$ cat config.mk
export PLATFORM = sky130hd
export DESIGN_NAME = pwr_write_inhibit_seq
export DESIGN_NICKNAME = d
export VERILOG_FILES = /design/src/rtl/pwrseq_pkg.sv /design/src/rtl/pwr_status_sync.sv /design/src/rtl/pwr_seq_ctrl.sv /design/src/rtl/pwr_access_gate.sv /design/src/rtl/pwr_write_inhibit_seq.sv
export SDC_FILE = /design/constraint.sdc
export NUM_CORES = 1
export LEC_CHECK = 0
export ABC_AREA = 1
export CORE_UTILIZATION = 55
export DETAILED_ROUTE_END_ITERATION = 7
export GPL_TIMING_DRIVEN = 0
export HOLD_SLACK_MARGIN = 0.06
export PLACE_DENSITY = 0.77
export SLEW_MARGIN = 10
export SYNTH_ARGS = -nofsm -noshare
export SYNTH_HDL_FRONTEND = slang
export SYNTH_SLANG_ARGS = --single-unit
$ cat constraint.sdc
create_clock -name clk -period 1.8 [get_ports clk]
set_input_delay 0.45 -clock clk [delete_from_list [all_inputs] [get_ports clk]]
set_output_delay 0.45 -clock clk [all_outputs]
set_load 0.05 [all_outputs]
$ cat src/rtl/pwrseq_pkg.sv
package pwrseq_pkg;
  typedef enum logic [1:0] {
    PH_LOCKED = 2'd0,
    PH_WARMUP = 2'd1,
    PH_OPEN   = 2'd2
  } phase_e;

  typedef struct packed {
    logic accessOpen;
    logic writeOpen;
  } gate_s;
endpackage

$ cat src/rtl/pwr_status_sync.sv
module pwr_status_sync #(
  parameter int WIDTH  = 4,
  parameter int STAGES = 2
) (
  input  logic             clk,
  input  logic             rstN,
  input  logic [WIDTH-1:0] rawIn,
  output logic [WIDTH-1:0] syncOut
);
  logic [WIDTH-1:0] stage [STAGES];

  for (genvar g = 0; g < STAGES; g++) begin : gStage
    if (g == 0) begin : gFirst
      always_ff @(posedge clk or negedge rstN) begin
        if (!rstN) stage[g] <= '0;
        else       stage[g] <= rawIn;
      end
    end else begin : gNext
      always_ff @(posedge clk or negedge rstN) begin
        if (!rstN) stage[g] <= '0;
        else       stage[g] <= stage[g-1];
      end
    end
  end

  assign syncOut = stage[STAGES-1];
endmodule

$ cat src/rtl/pwr_seq_ctrl.sv
module pwr_seq_ctrl
  import pwrseq_pkg::*;
#(
  parameter int STARTUP_CYCLES = 200000
) (
  input  logic   clk,
  input  logic   rstN,
  input  logic   minOk,
  input  logic   inhOk,
  output phase_e phase,
  output gate_s  gate
);
  localparam int CNT_W = $clog2(STARTUP_CYCLES + 1);
  localparam logic [CNT_W-1:0] LAST = CNT_W'(STARTUP_CYCLES - 1);

  phase_e phaseNext;
  logic [CNT_W-1:0] warmCnt, warmCntNext;

  always_comb begin
    phaseNext   = phase;
    warmCntNext = '0;
    unique case (phase)
      PH_LOCKED: if (minOk && inhOk) phaseNext = PH_WARMUP;
      PH_WARMUP: begin
        if (!(minOk && inhOk))  phaseNext = PH_LOCKED;
        else if (warmCnt == LAST) phaseNext = PH_OPEN;
        else                    warmCntNext = warmCnt + 1'b1;
      end
      PH_OPEN:   if (!inhOk) phaseNext = PH_LOCKED;
      default:   phaseNext = PH_LOCKED;
    endcase
  end

  always_ff @(posedge clk or negedge rstN) begin
    if (!rstN) begin
      phase   <= PH_LOCKED;
      warmCnt <= '0;
    end else begin
      phase   <= phaseNext;
      warmCnt <= warmCntNext;
    end
  end

  always_comb begin
    gate.accessOpen = (phase == PH_OPEN);
    gate.writeOpen  = (phase == PH_OPEN) && inhOk;
  end
endmodule

$ cat src/rtl/pwr_access_gate.sv
module pwr_access_gate
  import pwrseq_pkg::*;
(
  input  logic  clk,
  input  logic  rstN,
  input  gate_s gate,
  input  logic  reqValid,
  input  logic  reqWrite,
  output logic  grantRead,
  output logic  grantWrite,
  output logic  writeDropped
);
  logic refusedWrite;

  assign grantRead    = reqValid && !reqWrite && gate.accessOpen;
  assign grantWrite   = reqValid && reqWrite && gate.writeOpen;
  assign refusedWrite = reqValid && reqWrite && !gate.writeOpen;

  always_ff @(posedge clk or negedge rstN) begin
    if (!rstN)             writeDropped <= 1'b0;
    else if (refusedWrite) writeDropped <= 1'b1;
  end
endmodule

$ cat src/rtl/pwr_write_inhibit_seq.sv
module pwr_write_inhibit_seq
  import pwrseq_pkg::*;
#(
  parameter int STARTUP_CYCLES = 200000,
  parameter int SYNC_STAGES    = 2
) (
  input  logic       clk,
  input  logic       rstN,
  input  logic       coreMinOk,
  input  logic       coreInhOk,
  input  logic       ioMinOk,
  input  logic       ioInhOk,
  input  logic       reqValid,
  input  logic       reqWrite,
  output logic       grantRead,
  output logic       grantWrite,
  output logic [1:0] phase,
  output logic       writeDropped
);
  logic [3:0] statusSync;
  logic       minOk, inhOk;
  phase_e     phaseQ;
  gate_s      gate;

  pwr_status_sync #(.WIDTH(4), .STAGES(SYNC_STAGES)) uSync (
    .clk    (clk),
    .rstN   (rstN),
    .rawIn  ({ioInhOk, ioMinOk, coreInhOk, coreMinOk}),
    .syncOut(statusSync)
  );

  assign minOk = statusSync[0] && statusSync[2];
  assign inhOk = statusSync[1] && statusSync[3];

  pwr_seq_ctrl #(.STARTUP_CYCLES(STARTUP_CYCLES)) uCtrl (
    .clk  (clk),
    .rstN (rstN),
    .minOk(minOk),
    .inhOk(inhOk),
    .phase(phaseQ),
    .gate (gate)
  );

  pwr_access_gate uGate (
    .clk         (clk),
    .rstN        (rstN),
    .gate        (gate),
    .reqValid    (reqValid),
    .reqWrite    (reqWrite),
    .grantRead   (grantRead),
    .grantWrite  (grantWrite),
    .writeDropped(writeDropped)
  );

  assign phase = phaseQ;
endmodule

==> run metrics <==
crit path DAT about 1.4 ns; first-pass GRT wire length about 4.7 mm; TritonCTS clock tree yes; placed cells between 150 and 200; outcome complete, but fails checks; setup TNS -0.0486 ns; via count 1108; endpoints failing setup 1; Ports 13; CP bufs+invs 3; fin worst setup slack -0.0486 ns; DP HPWL between 2 and 2.5 mm; Worst-path clk slew 0.09 ns; row count 17; Max stage delay on crit path between 0.4 and 0.5 ns; cts bufs inserted 5; GR Overflow Total 0; final worst path period share 103%; Diodes inserted 0; crit-path most repeated cell inv_2; most frequent cells in the layout nor2_1, nand2_1, dfrtp_1; fmax ~540 MHz; failing checks negative setup slack; area growth from synthesis to layout 18.4%; Min Clock Period, post-route between 1.5 and 2 ns; gr usage total between 20% and 30%; total chip power 1.25 mW; post-synthesis cell count 159; Starting DRT DRC Count 17; crit-path cells inv_2 -> nor3_4 -> inv_2 -> nor2_2 -> buf_6; Root Buffer clkbuf_4; initial antenna violation count 0; Tightest Pin Transition just over 0.6 ns; Syn. warnings 0; Post-CTS Hold Buffers 0; leakage between 0.6 and 0.7 nW; post-synth net total about 170; Crit Path Class reg -> out; Worst Path Max Fanout 5; synth unique cells 23; cell area power density 772 mW/mm^2; RSZ-0062 raised after global routing true; Hold Violations, Final 0; routability cong. roughly 0.87; Worst Path Required about 1.4 ns; post-route antenna net violation count 0; Yosys reg bits 29; Synth Area per Inst around 8.6 um^2; DRC viols 0; H-tree Lvls 2; Register Area between 700 and 800 um^2; CP delay by family, top flip-flops; non-filler cells, final 208; Placeable Area ~0.0023 mm^2; Clock Path Buffers 2; I/O Buffers 12; vias in the first global route 1115; CP max-delay cell dfrtp_2; die area approximately 0.0027 mm^2; worst-skew pair later-pin latency between 0.3 and 0.4 ns; Slew Viols, Final 0; DR vias/cell 5.33; Fin Clk Skew 0.00942 ns; initial cell density of the core 60.2%; fillcell total between 150 and 200; final core occ 71.3%; clk sinks 29; wire per inst around 13 um; slew margin rel. between 50% and 60%; max-cap violations 0; CP startpoint kind flop; first-pass iteration count of the detailed router 4; Crit. End Element output pin; layout cell share with drive strength beyond 1 between 15 and 20%; Hold WC Path Type in -> async; Layout Nets roughly 190; Setup WS pre-CTS -0.620 ns; multi-input combinational cell area 582 um^2; Post-Syn Area ~0.0014 mm^2; die width between 50 and 60 um; sequential area share after synthesis 53.0%; commonest non-fill, non-tap cell in the layout nor2_1; Routed Wire Length 2.77 mm; die height 51.9 um; VDD IR max just under 1000 uV; largest net degree at the start of global routing 30
-- timing repair --
action | 4_1_cts | 5_1_grt
buffers inserted | 0 | 1
endpoints found under the setup margin | 5 | 3
pin swaps | 1 | 1
gates resized for setup | 19 | 4
-- per-layer routing --
metal  vias to the layer above  track usage, %  part of all wire, %
met3                         8            6.14                  4.3
met4                         0            14.9                  2.5
met5                         -               0                    0
li1                        550               -                    -
met1                       524            29.7                   43
met2                        26            41.7                   50
-- power breakdown --
part	internal (mW)	total (mW)	switching, mW
Sequential	0.661	0.666	0.00503
Combinational	0.0150	0.0375	0.0225
Clock	0.331	0.549	0.218
-- path summary, 6_finish.rpt --
path | start | end | slack, ns | cells after the start
hold / removal | rstN | uSync.stage[7]$_DFF_PN0_ | 0.13 | 1
hold reg to reg | uSync.stage[4]$_DFF_PN0_ | uSync.syncOut[0]$_DFF_PN0_ | 0.37 | 0
min in group clk | uSync.stage[4]$_DFF_PN0_ | uSync.syncOut[0]$_DFF_PN0_ | 0.37 | 0
setup / recovery | uCtrl.phase[1]$_DFFE_PN0P_ | grantWrite | -0.05 | 5
max in group asynchronous | rstN | uCtrl.phase[0]$_DFFE_PN0P_ | 1.23 | 1
setup reg to reg | uCtrl.warmCnt[0]$_DFF_PN0_ | uCtrl.phase[0]$_DFFE_PN0P_ | 0.18 | 9
-- per-stage QoR --
step	hold slack (ns)	instance area [um^2]
floorplan	0.154	1380
global placement	0.334	1530
detailed placement	0.347	1530
CTS	0.367	1620
global route	0.176	1620
finish	0.128	1620
-- synth_stat cells (all sizes together) --
library cell,count,share of area (%)
a21oi,2,0.73
a31oi,1,0.46
buf,1,0.82
dfrtp,29,53
ha,1,0.91
inv,18,4.9
nand2,30,8.8
nand3,16,6.2
nand4,5,2.7
nor2,40,13
nor3,5,2.6
o21ai,2,0.73
o21bai,2,1.1
o31ai,1,0.55
or2,1,0.46
xnor2,1,0.64
xor2,4,2.6
-- cell type report --
| class | instances | area share, % |
|---|---|---|
| plain buffers | 1 | 0.694 |
| clock buffers | 7 | 3.39 |
| clock inverters | 1 | 1.85 |
| inverters | 18 | 4.16 |
| multi-input cells | 111 | 35.9 |
| flip-flops and latches | 29 | 44.9 |
| well taps | 28 | 2.16 |
| repair buffers | 13 | 7.02 |
-- worst reg2reg max path: stages, from the launching register on --
cell and delay, ns:
dfrtp_1 0.37, ha_1 0.17, nand2_1 0.08, inv_1 0.10, nand2_2 0.09, nor2_1 0.14
nand3_2 0.17, nand2_2 0.16, buf_6 0.16, o31ai_1 0.08
-- state kept, by name, indices dropped and copies added, names as in the netlist --
signal	flops
uCtrl.phase	2
uSync.stage	4
uGate.writeDropped	1
uCtrl.warmCnt	18
uSync.syncOut	4
-- cell families (layout without fill, tap and decap cells) --
family          Yosys count  after routing  synth area share [%]
compound gates            8              8                  3.56
buf+inv                  19             40                  5.75
flops                    29             29                  53.0
xor+xnor                  5              5                  3.20
fa+ha+maj                 1              1                 0.913
simple gates             97             97                  33.6
No activity file was read; power rests on OpenSTA's default activity.
